**src/rtl/flagu_pkg.sv**
```systemverilog
// Package: shared types for the condition flag unit.
// Assumes flag vectors are packed N,Z,V,C from MSB to LSB.
package flagu_pkg;

    typedef struct packed {
        logic n;
        logic z;
        logic v;
        logic c;
    } flags_t;

    typedef enum logic [2:0] {
        OPC_ADD   = 3'd0,
        OPC_SUB   = 3'd1,
        OPC_LOGIC = 3'd2,
        OPC_SHL   = 3'd3,
        OPC_SHR   = 3'd4,
        OPC_BTST  = 3'd5,
        OPC_MUL   = 3'd6,
        OPC_NONE  = 3'd7
    } op_class_e;

endpackage

```
**src/rtl/flagu_arith.sv**
```systemverilog
// Module: carry and overflow for add and subtract at byte or word size.
// Assumes byte size is half of DATA_W and that result_i is the datapath's sum/difference.
module flagu_arith #(
    parameter int DATA_W = 16
) (
    input  logic [DATA_W-1:0] a_i,
    input  logic [DATA_W-1:0] b_i,
    input  logic [DATA_W-1:0] res_i,
    input  logic              word_i,
    input  logic              sub_i,
    output logic              c_o,
    output logic              v_o
);
    localparam int BYTE_W = DATA_W / 2;

    logic [DATA_W-1:0] a_m;
    logic [DATA_W-1:0] b_m;
    logic [DATA_W:0]   sum;
    logic              sa;
    logic              sb;
    logic              sr;

    // Mask operands to size, pick sign bits, then derive carry/borrow and overflow.
    always_comb begin
        a_m = word_i ? a_i : {{BYTE_W{1'b0}}, a_i[BYTE_W-1:0]};
        b_m = word_i ? b_i : {{BYTE_W{1'b0}}, b_i[BYTE_W-1:0]};
        sum = {1'b0, a_m} + {1'b0, b_m};
        sa  = word_i ? a_i[DATA_W-1]   : a_i[BYTE_W-1];
        sb  = word_i ? b_i[DATA_W-1]   : b_i[BYTE_W-1];
        sr  = word_i ? res_i[DATA_W-1] : res_i[BYTE_W-1];
        if (sub_i) begin
            c_o = (a_m < b_m);
            v_o = (sa != sb) && (sr != sa);
        end else begin
            c_o = word_i ? sum[DATA_W] : sum[BYTE_W];
            v_o = (sa == sb) && (sr != sa);
        end
    end
endmodule

```
**src/rtl/flagu_bit_test.sv**
```systemverilog
// Module: selects one bit of a value with a size-dependent index mask.
// Assumes DATA_W is a power of two; byte size is DATA_W/2.
module flagu_bit_test #(
    parameter int DATA_W = 16,
    localparam int IDX_W = $clog2(DATA_W)
) (
    input  logic [DATA_W-1:0] value_i,
    input  logic [IDX_W-1:0]  idx_i,
    input  logic              word_i,
    output logic              bit_o
);
    localparam int BYTE_W = DATA_W / 2;
    localparam int BIDX_W = $clog2(BYTE_W);

    logic [IDX_W-1:0] eff_idx;

    // Trim the index to the size's range and pick the addressed bit.
    always_comb begin
        eff_idx = word_i ? idx_i : {{(IDX_W-BIDX_W){1'b0}}, idx_i[BIDX_W-1:0]};
        bit_o   = value_i[eff_idx];
    end
endmodule

```
**src/rtl/flagu_cond_eval.sv**
```systemverilog
// Module: evaluates a 4-bit branch condition against a flag set.
// Assumes odd codes are the complement of the even code below them.
module flagu_cond_eval
    import flagu_pkg::*;
(
    input  flags_t      flags_i,
    input  logic [3:0]  cond_i,
    output logic        taken_o
);
    logic base;

    // Evaluate the positive-sense test of the code pair, then apply the sense bit.
    always_comb begin
        case (cond_i[3:1])
            3'd0:    base = 1'b1;
            3'd1:    base = !flags_i.c && !flags_i.z;
            3'd2:    base = !flags_i.c;
            3'd3:    base = !flags_i.z;
            3'd4:    base = !flags_i.v;
            3'd5:    base = !flags_i.n;
            3'd6:    base = (flags_i.n == flags_i.v);
            default: base = !flags_i.z && (flags_i.n == flags_i.v);
        endcase
        taken_o = base ^ cond_i[0];
    end
endmodule

```
**src/rtl/flag_cond_unit.sv**
```systemverilog
// Module: condition flag generation, flag register and branch decision.
// Assumes result_i is already computed by the datapath; the block only derives flags.
module flag_cond_unit
    import flagu_pkg::*;
#(
    parameter int DATA_W = 16,
    localparam int IDX_W = $clog2(DATA_W)
) (
    input  logic              clk,
    input  logic              rst_n,
    input  logic [DATA_W-1:0] op_a_i,
    input  logic [DATA_W-1:0] op_b_i,
    input  logic [DATA_W-1:0] result_i,
    input  logic              word_i,
    input  logic [2:0]        op_class_i,
    input  logic [IDX_W-1:0]  bit_idx_i,
    input  logic [3:0]        cond_i,
    input  logic              flag_we_i,
    output logic [3:0]        flags_nxt_o,
    output logic [3:0]        flags_o,
    output logic              branch_taken_o
);
    localparam int BYTE_W = DATA_W / 2;

    flags_t flags_q;
    flags_t flags_nxt;
    logic   ar_c;
    logic   ar_v;
    logic   tbit;
    logic   z_sz;
    logic   n_sz;
    logic   top_a;

    flagu_arith #(.DATA_W(DATA_W)) arith_i (
        .a_i    (op_a_i),
        .b_i    (op_b_i),
        .res_i  (result_i),
        .word_i (word_i),
        .sub_i  (op_class_i == OPC_SUB),
        .c_o    (ar_c),
        .v_o    (ar_v)
    );

    flagu_bit_test #(.DATA_W(DATA_W)) btst_i (
        .value_i (op_a_i),
        .idx_i   (bit_idx_i),
        .word_i  (word_i),
        .bit_o   (tbit)
    );

    flagu_cond_eval cond_i_u (
        .flags_i (flags_q),
        .cond_i  (cond_i),
        .taken_o (branch_taken_o)
    );

    // Size-masked zero/negative of the result and top bit of operand A.
    always_comb begin
        z_sz  = word_i ? (result_i == '0) : (result_i[BYTE_W-1:0] == '0);
        n_sz  = word_i ? result_i[DATA_W-1] : result_i[BYTE_W-1];
        top_a = word_i ? op_a_i[DATA_W-1]   : op_a_i[BYTE_W-1];
    end

    // Select the flag rule for the operation class; unchanged flags keep the register value.
    always_comb begin
        flags_nxt = flags_q;
        case (op_class_i)
            OPC_ADD, OPC_SUB: begin
                flags_nxt.n = n_sz;
                flags_nxt.z = z_sz;
                flags_nxt.v = ar_v;
                flags_nxt.c = ar_c;
            end
            OPC_LOGIC: begin
                flags_nxt.n = n_sz;
                flags_nxt.z = z_sz;
                flags_nxt.v = 1'b0;
            end
            OPC_SHL: begin
                flags_nxt.n = n_sz;
                flags_nxt.z = z_sz;
                flags_nxt.v = 1'b0;
                flags_nxt.c = top_a;
            end
            OPC_SHR: begin
                flags_nxt.n = n_sz;
                flags_nxt.z = z_sz;
                flags_nxt.v = 1'b0;
                flags_nxt.c = op_a_i[0];
            end
            OPC_BTST: begin
                flags_nxt.z = !tbit;
            end
            OPC_MUL: begin
                flags_nxt.n = result_i[DATA_W-1];
                flags_nxt.z = (result_i == '0);
                flags_nxt.v = 1'b0;
                flags_nxt.c = 1'b0;
            end
            default: begin
                flags_nxt = flags_q;
            end
        endcase
    end

    // Flag register: synchronous clear, commit on write strobe.
    always_ff @(posedge clk) begin
        if (!rst_n) begin
            flags_q <= '0;
        end else if (flag_we_i) begin
            flags_q <= flags_nxt;
        end
    end

    assign flags_nxt_o = flags_nxt;
    assign flags_o     = flags_q;
endmodule

```
**config.mk**
```make
export PLATFORM = sky130hd
export DESIGN_NAME = flag_cond_unit
export DESIGN_NICKNAME = d
export VERILOG_FILES = /design/src/rtl/flagu_pkg.sv /design/src/rtl/flagu_arith.sv /design/src/rtl/flagu_bit_test.sv /design/src/rtl/flagu_cond_eval.sv /design/src/rtl/flag_cond_unit.sv
export SDC_FILE = /design/constraint.sdc
export NUM_CORES = 1
export LEC_CHECK = 0
export BUFFER_PORTS_ARGS = -buffer_cell sky130_fd_sc_hd__buf_2
export CAP_MARGIN = 20
export CORE_ASPECT_RATIO = 0.7
export CORE_MARGIN = 5
export CORE_UTILIZATION = 30
export CTS_CLUSTER_DIAMETER = 120
export DETAILED_ROUTE_END_ITERATION = 10
export PLACE_DENSITY_LB_ADDON = 0.05
export SETUP_SLACK_MARGIN = 0.02
export SLEW_MARGIN = 20
export SYNTH_ARGS = -nofsm -noshare
export SYNTH_HDL_FRONTEND = slang
export SYNTH_HIERARCHICAL = 1
export SYNTH_SLANG_ARGS = --single-unit
```
**constraint.sdc**
```tcl
create_clock -name clk -period 8.49 [get_ports clk]
set_clock_uncertainty 0.15 [all_clocks]
set_input_delay 2.1225 -clock clk [delete_from_list [all_inputs] [get_ports clk]]
set_output_delay 2.1225 -clock clk [all_outputs]
set_load 0.005 [all_outputs]
```
Word-level counts from Yosys, hierarchy flattened. Cells that the tools add are included.

$add $sub $neg: 1. $lt $le $gt $ge: 2. Equality and inequality tests: 16. Muxes and demuxes: 17. Bitwise logic cells: 1. Reductions and logical operators: 16.

Operators with widths (number): $mux 16 (2); $eq 3x3->1 const B (6); $add 16x16->17 (1); $logic_not 16->1 (1); $lt 16x16->1 (1); $eq 3x2->1 const B (4); $logic_not 8->1 (1); $mux 1 (8); $pmux 1 s7 (1); $eq 3x1->1 const B (2); $logic_not 3->1 (2); $logic_not 1->1 (5); $lt 4x5->1 const B (1); $reduce_or 5->1 (1); $bmux 1 s4 (1); $logic_and 1x1->1 (4); $mux 4 (1); $pmux 1 s2 (2); $pmux 1 s4 (1); $reduce_or 4->1 (1); $pmux 1 s3 (1); $eq 1x1->1 (2); $ne 1x1->1 (2); $reduce_or 2->1 (1); $xor 1x1->1 (1).

Register bits after elaboration: 4. Bits of input ports: 63. Output and inout port bits: 9.

Logic depth before layout (Yosys ltp).
Word-level depth: 5. Depth in mapped cells: 14. Depth with buffers taken out: 12.

By module. Netlist, hierarchy kept.

Modules (own cells, without submodules): flagu_arith (times used 1, cells an instance 128, area each 913.4 µm²); flag_cond_unit (times used 1, cells an instance 50, area each 365.4 µm²); flagu_bit_test (times used 1, cells an instance 8, area each 138.9 µm²); flagu_cond_eval (times used 1, cells an instance 12, area each 80.1 µm²).

Least setup slack after synthesis. No wires, ideal clock.

Path type: input -> output. From: input word_i. To: output flags_nxt_o[0]. Arrival: 4.493 ns. Data required time: 6.218 ns. Slack: 1.724 ns. Stages: 12. Path buffers: 2. Cell sequence: clkbuf_1 clkbuf_1 nand2_1 ha_1 or4_1 nor2_1 o2bb2ai_1 nor3b_1 or4_1 nor2_1 or3_1 a21oi_1.

Word-level cells in the longest chain between the ends: 5.

RTL lines: from (decl) (line flag_cond_unit.sv:14) `input logic word_i,`; $mux 16 (on tied branches) (line flagu_arith.sv:25, flagu_arith.sv:26); $add 16x16->17 (line flagu_arith.sv:27) `sum = {1'b0, a_m} + {1'b0, b_m};`; $mux 1 (line flagu_arith.sv:35) `c_o = word_i ? sum[DATA_W] : sum[BYTE_W];`; $mux 1 * (line flagu_arith.sv:31) `if (sub_i) begin`; named net ar_c (line flag_cond_unit.sv:27) `logic ar_c;`; $pmux 1 s4 * (line flag_cond_unit.sv:67) `case (op_class_i)`; to (decl) (line flag_cond_unit.sv:19) `output logic [3:0] flags_nxt_o,`.

The timed path passes the listed nets; every way through them passes the cells marked *.

Final worst setup path. Same ends and word-level chain as after synthesis.

==> results.txt <==
Status - finished, final reports clean
CTS root buffer - clkbuf_8
RSZ-0062 raised after global routing - false
Worst Path Max Fanout - 28
Synth top area cells - ha_1 25%, mux4_1 7.0%, inv_1 5.8%
Drt initial violations - 86
Max Used Layer - met3
Synth Cell Area - 1500 sq um
Placed wire-length estimate - 3.74 mm
Initial Util - 31.1%
Max clock buf depth - 2
H-tree depth - 1
Crit share post-route - 84.3%
Met1 wire length - 2.26 mm
Synthesized flop and latch total - 4
Post-cts sizing count - 0
Nature of the critical path startpoint - primary input
First-pass GRT wire length - 6.99 mm
Number of synthesized flops with an enable pin - 0
Worst-margin pin slew - 448 ps
Die ar. - 6530 sq um
Final Util - 40.8%
Cell Rows - 21
Final Hold Fails - 0
Clk pwr share - 27.7%
DR WL met3 - 392 microns
Number of global-route vias before repair - 1535
Post-Layout Inst Area - 1960 sq um
Final Max Tran Viols - 0
Die Width - 94.5 microns
Sw frac - 37.3%
Max-cap violation count - 0
Initial antenna violation count - 0
Final WL - 4.38 mm
Fin crit period - 7160 ps
Power Density - 74.8 nW/um^2
Min-delay worst type - register to register
Synthesized net count - 291
Die Ht - 69.1 microns
Yosys warns - 6
Overall routing resource usage - 12.8%
WL met2 - 1.72 mm
Max IR drop VDD - 0.0402 mV
Placer Congestion - 0.790
Register share of total power - 15.2%
Final hold slack - 445 ps
Vias post-DR - 1607
Largest register FFs - 4
Antenna Nets Post-Route - 0
Diode count - 0
CP Class - primary input to output pin
Layout Nets - 362
TritonCTS Sinks - 4
Power Total - 0.147 mW
Cts hold-fix bufs - 0
Crit. End Element - output pin
Post-synth top area cell - ha_1
Clock slew at reported path FFs - 30 ps
Slew HR - 70.2%
Cells after Synth - 198
Clk Latency, worst-skew pair - 220 ps
Setup_tns - 0 ps
Total CTS buffers - 3
Layout cells sized above 1 - 29.6%
CTS tree - yes
Drt drc - 0
Syn_area_per_cell - 7.56 sq um
CORE AREA - 4810 sq um
Gate power share - 57.1%
Max Fclk - 140 MHz
Post-CTS setup buffer count - 0
Seq/Total Area, Yosys - 5.35%
Post-synth ARST share - 0%
Leak - 1.07 nW
Arr. time, crit path - 4880 ps
Port Buffers - 71
Via density - 4.78
Synth Flop Type - dfxtp_1
Io pins - 72
Setup-failing EPs final - 0
Grt ovf - 0
Sw Pwr - 0.0547 mW
Average wire per standard cell - 13.0 microns
Internal power - 0.0920 mW
Area grow syn2layout - 30.9%
Req. time, crit path - 6220 ps
First drt pass iteration count - 4
Pin count of the biggest net entering global routing - 29
Share of the synthesized area in the top cell type - 25.1%
Count of different cell masters after synthesis - 45
DP Area - 1920 sq um
==> power groups by stage <==
stage | Sequential [mW] | Combinational, mW | Clock, mW
2_1_floorplan | 0.0221 | 0.0501 | 0
3_3_place_gp | 0.0226 | 0.0844 | 0
3_5_place_dp | 0.0225 | 0.0839 | 0
4_1_cts | 0.0222 | 0.0844 | 0.0414
5_1_grt | 0.0224 | 0.0948 | 0.0439
6_report | 0.0223 | 0.0837 | 0.0407
==> cells by family after synthesis <==
family,after synthesis,synth area share [%]
buf+inv,28,7.10
xor+xnor,2,1.17
fa+ha+maj,30,25.1
simple gates,79,30.7
mux,9,10.4
compound gates,46,20.2
flops,4,5.35
==> worst paths after layout <==
path	cells past startpoint	startpoint	slack (ps)	to
setup reg to reg	2	flags_o[1]	7410	flags_o[1]
hold / removal	2	flags_o[3]	440	flags_o[3]
hold reg to reg	2	flags_o[3]	440	flags_o[3]
setup / recovery	12	word_i	1330	flags_nxt_o[0]
==> final cells by class <==
| class | count | area [sq um] |
|---|---|---|
| tap | 69 | 86.3 |
| multi-input combinational | 166 | 1310 |
| sequential | 4 | 80.1 |
| fill | 511 | 2850 |
| inverter | 23 | 86.3 |
| timing repair buffer | 71 | 355 |
| clock buffer | 3 | 41.3 |
==> cell usage in the layout (no fill, tap or decap), drive strengths merged, types with 2 or more instances in the layout <==
master,n
o2bb2ai,2
o211a,2
mux2i,5
nand3,4
o31ai,2
and3,2
nand3b,2
nand2b,2
nor2b,6
buf,71
ha,30
clkbuf,3
or4,2
nand4,2
xnor2,2
o21bai,2
nor2,10
a21oi,15
dfxtp,4
a221oi,2
nor3b,5
nand2,15
nor3,5
and2,11
o21ai,9
inv,23
o311a,2
nor4,6
mux4,4
o21a,4
or2,2
==> critical path, cell delays in order <==
cell and delay, ps:
buf_2 370, nand2_1 180, ha_1 360, or4_1 520
nor2_1 160, o2bb2ai_1 180, nor3b_1 220, or4_1 140
nor2_1 50, or3_1 310, a21oi_1 140, buf_2 130
==> synthesized netlist by cell type (all sizes together) (5+ instances only) <==
master,instances
nor2,10
mux2i,5
and2,11
nor4,6
o21ai,9
inv,23
nor3b,5
a21oi,15
ha,30
nor2b,6
nor3,5
nand2,15
==> stage by stage <==
step,cells,setup slack (ps)
4_1_cts,336,1320
3_5_place_dp,333,1330
3_3_place_gp,333,1440
6_report,336,1330
5_1_grt,336,1100
2_1_floorplan,198,1720
==> routing by layer <==
layer / track usage (%) / vias up
met5: 0 / -
met4: 0.960 / 0
met3: 2.28 / 0
met2: 18.9 / 60
met1: 20.0 / 687
li1: - / 860
No activity file was read; power rests on OpenSTA's default activity.
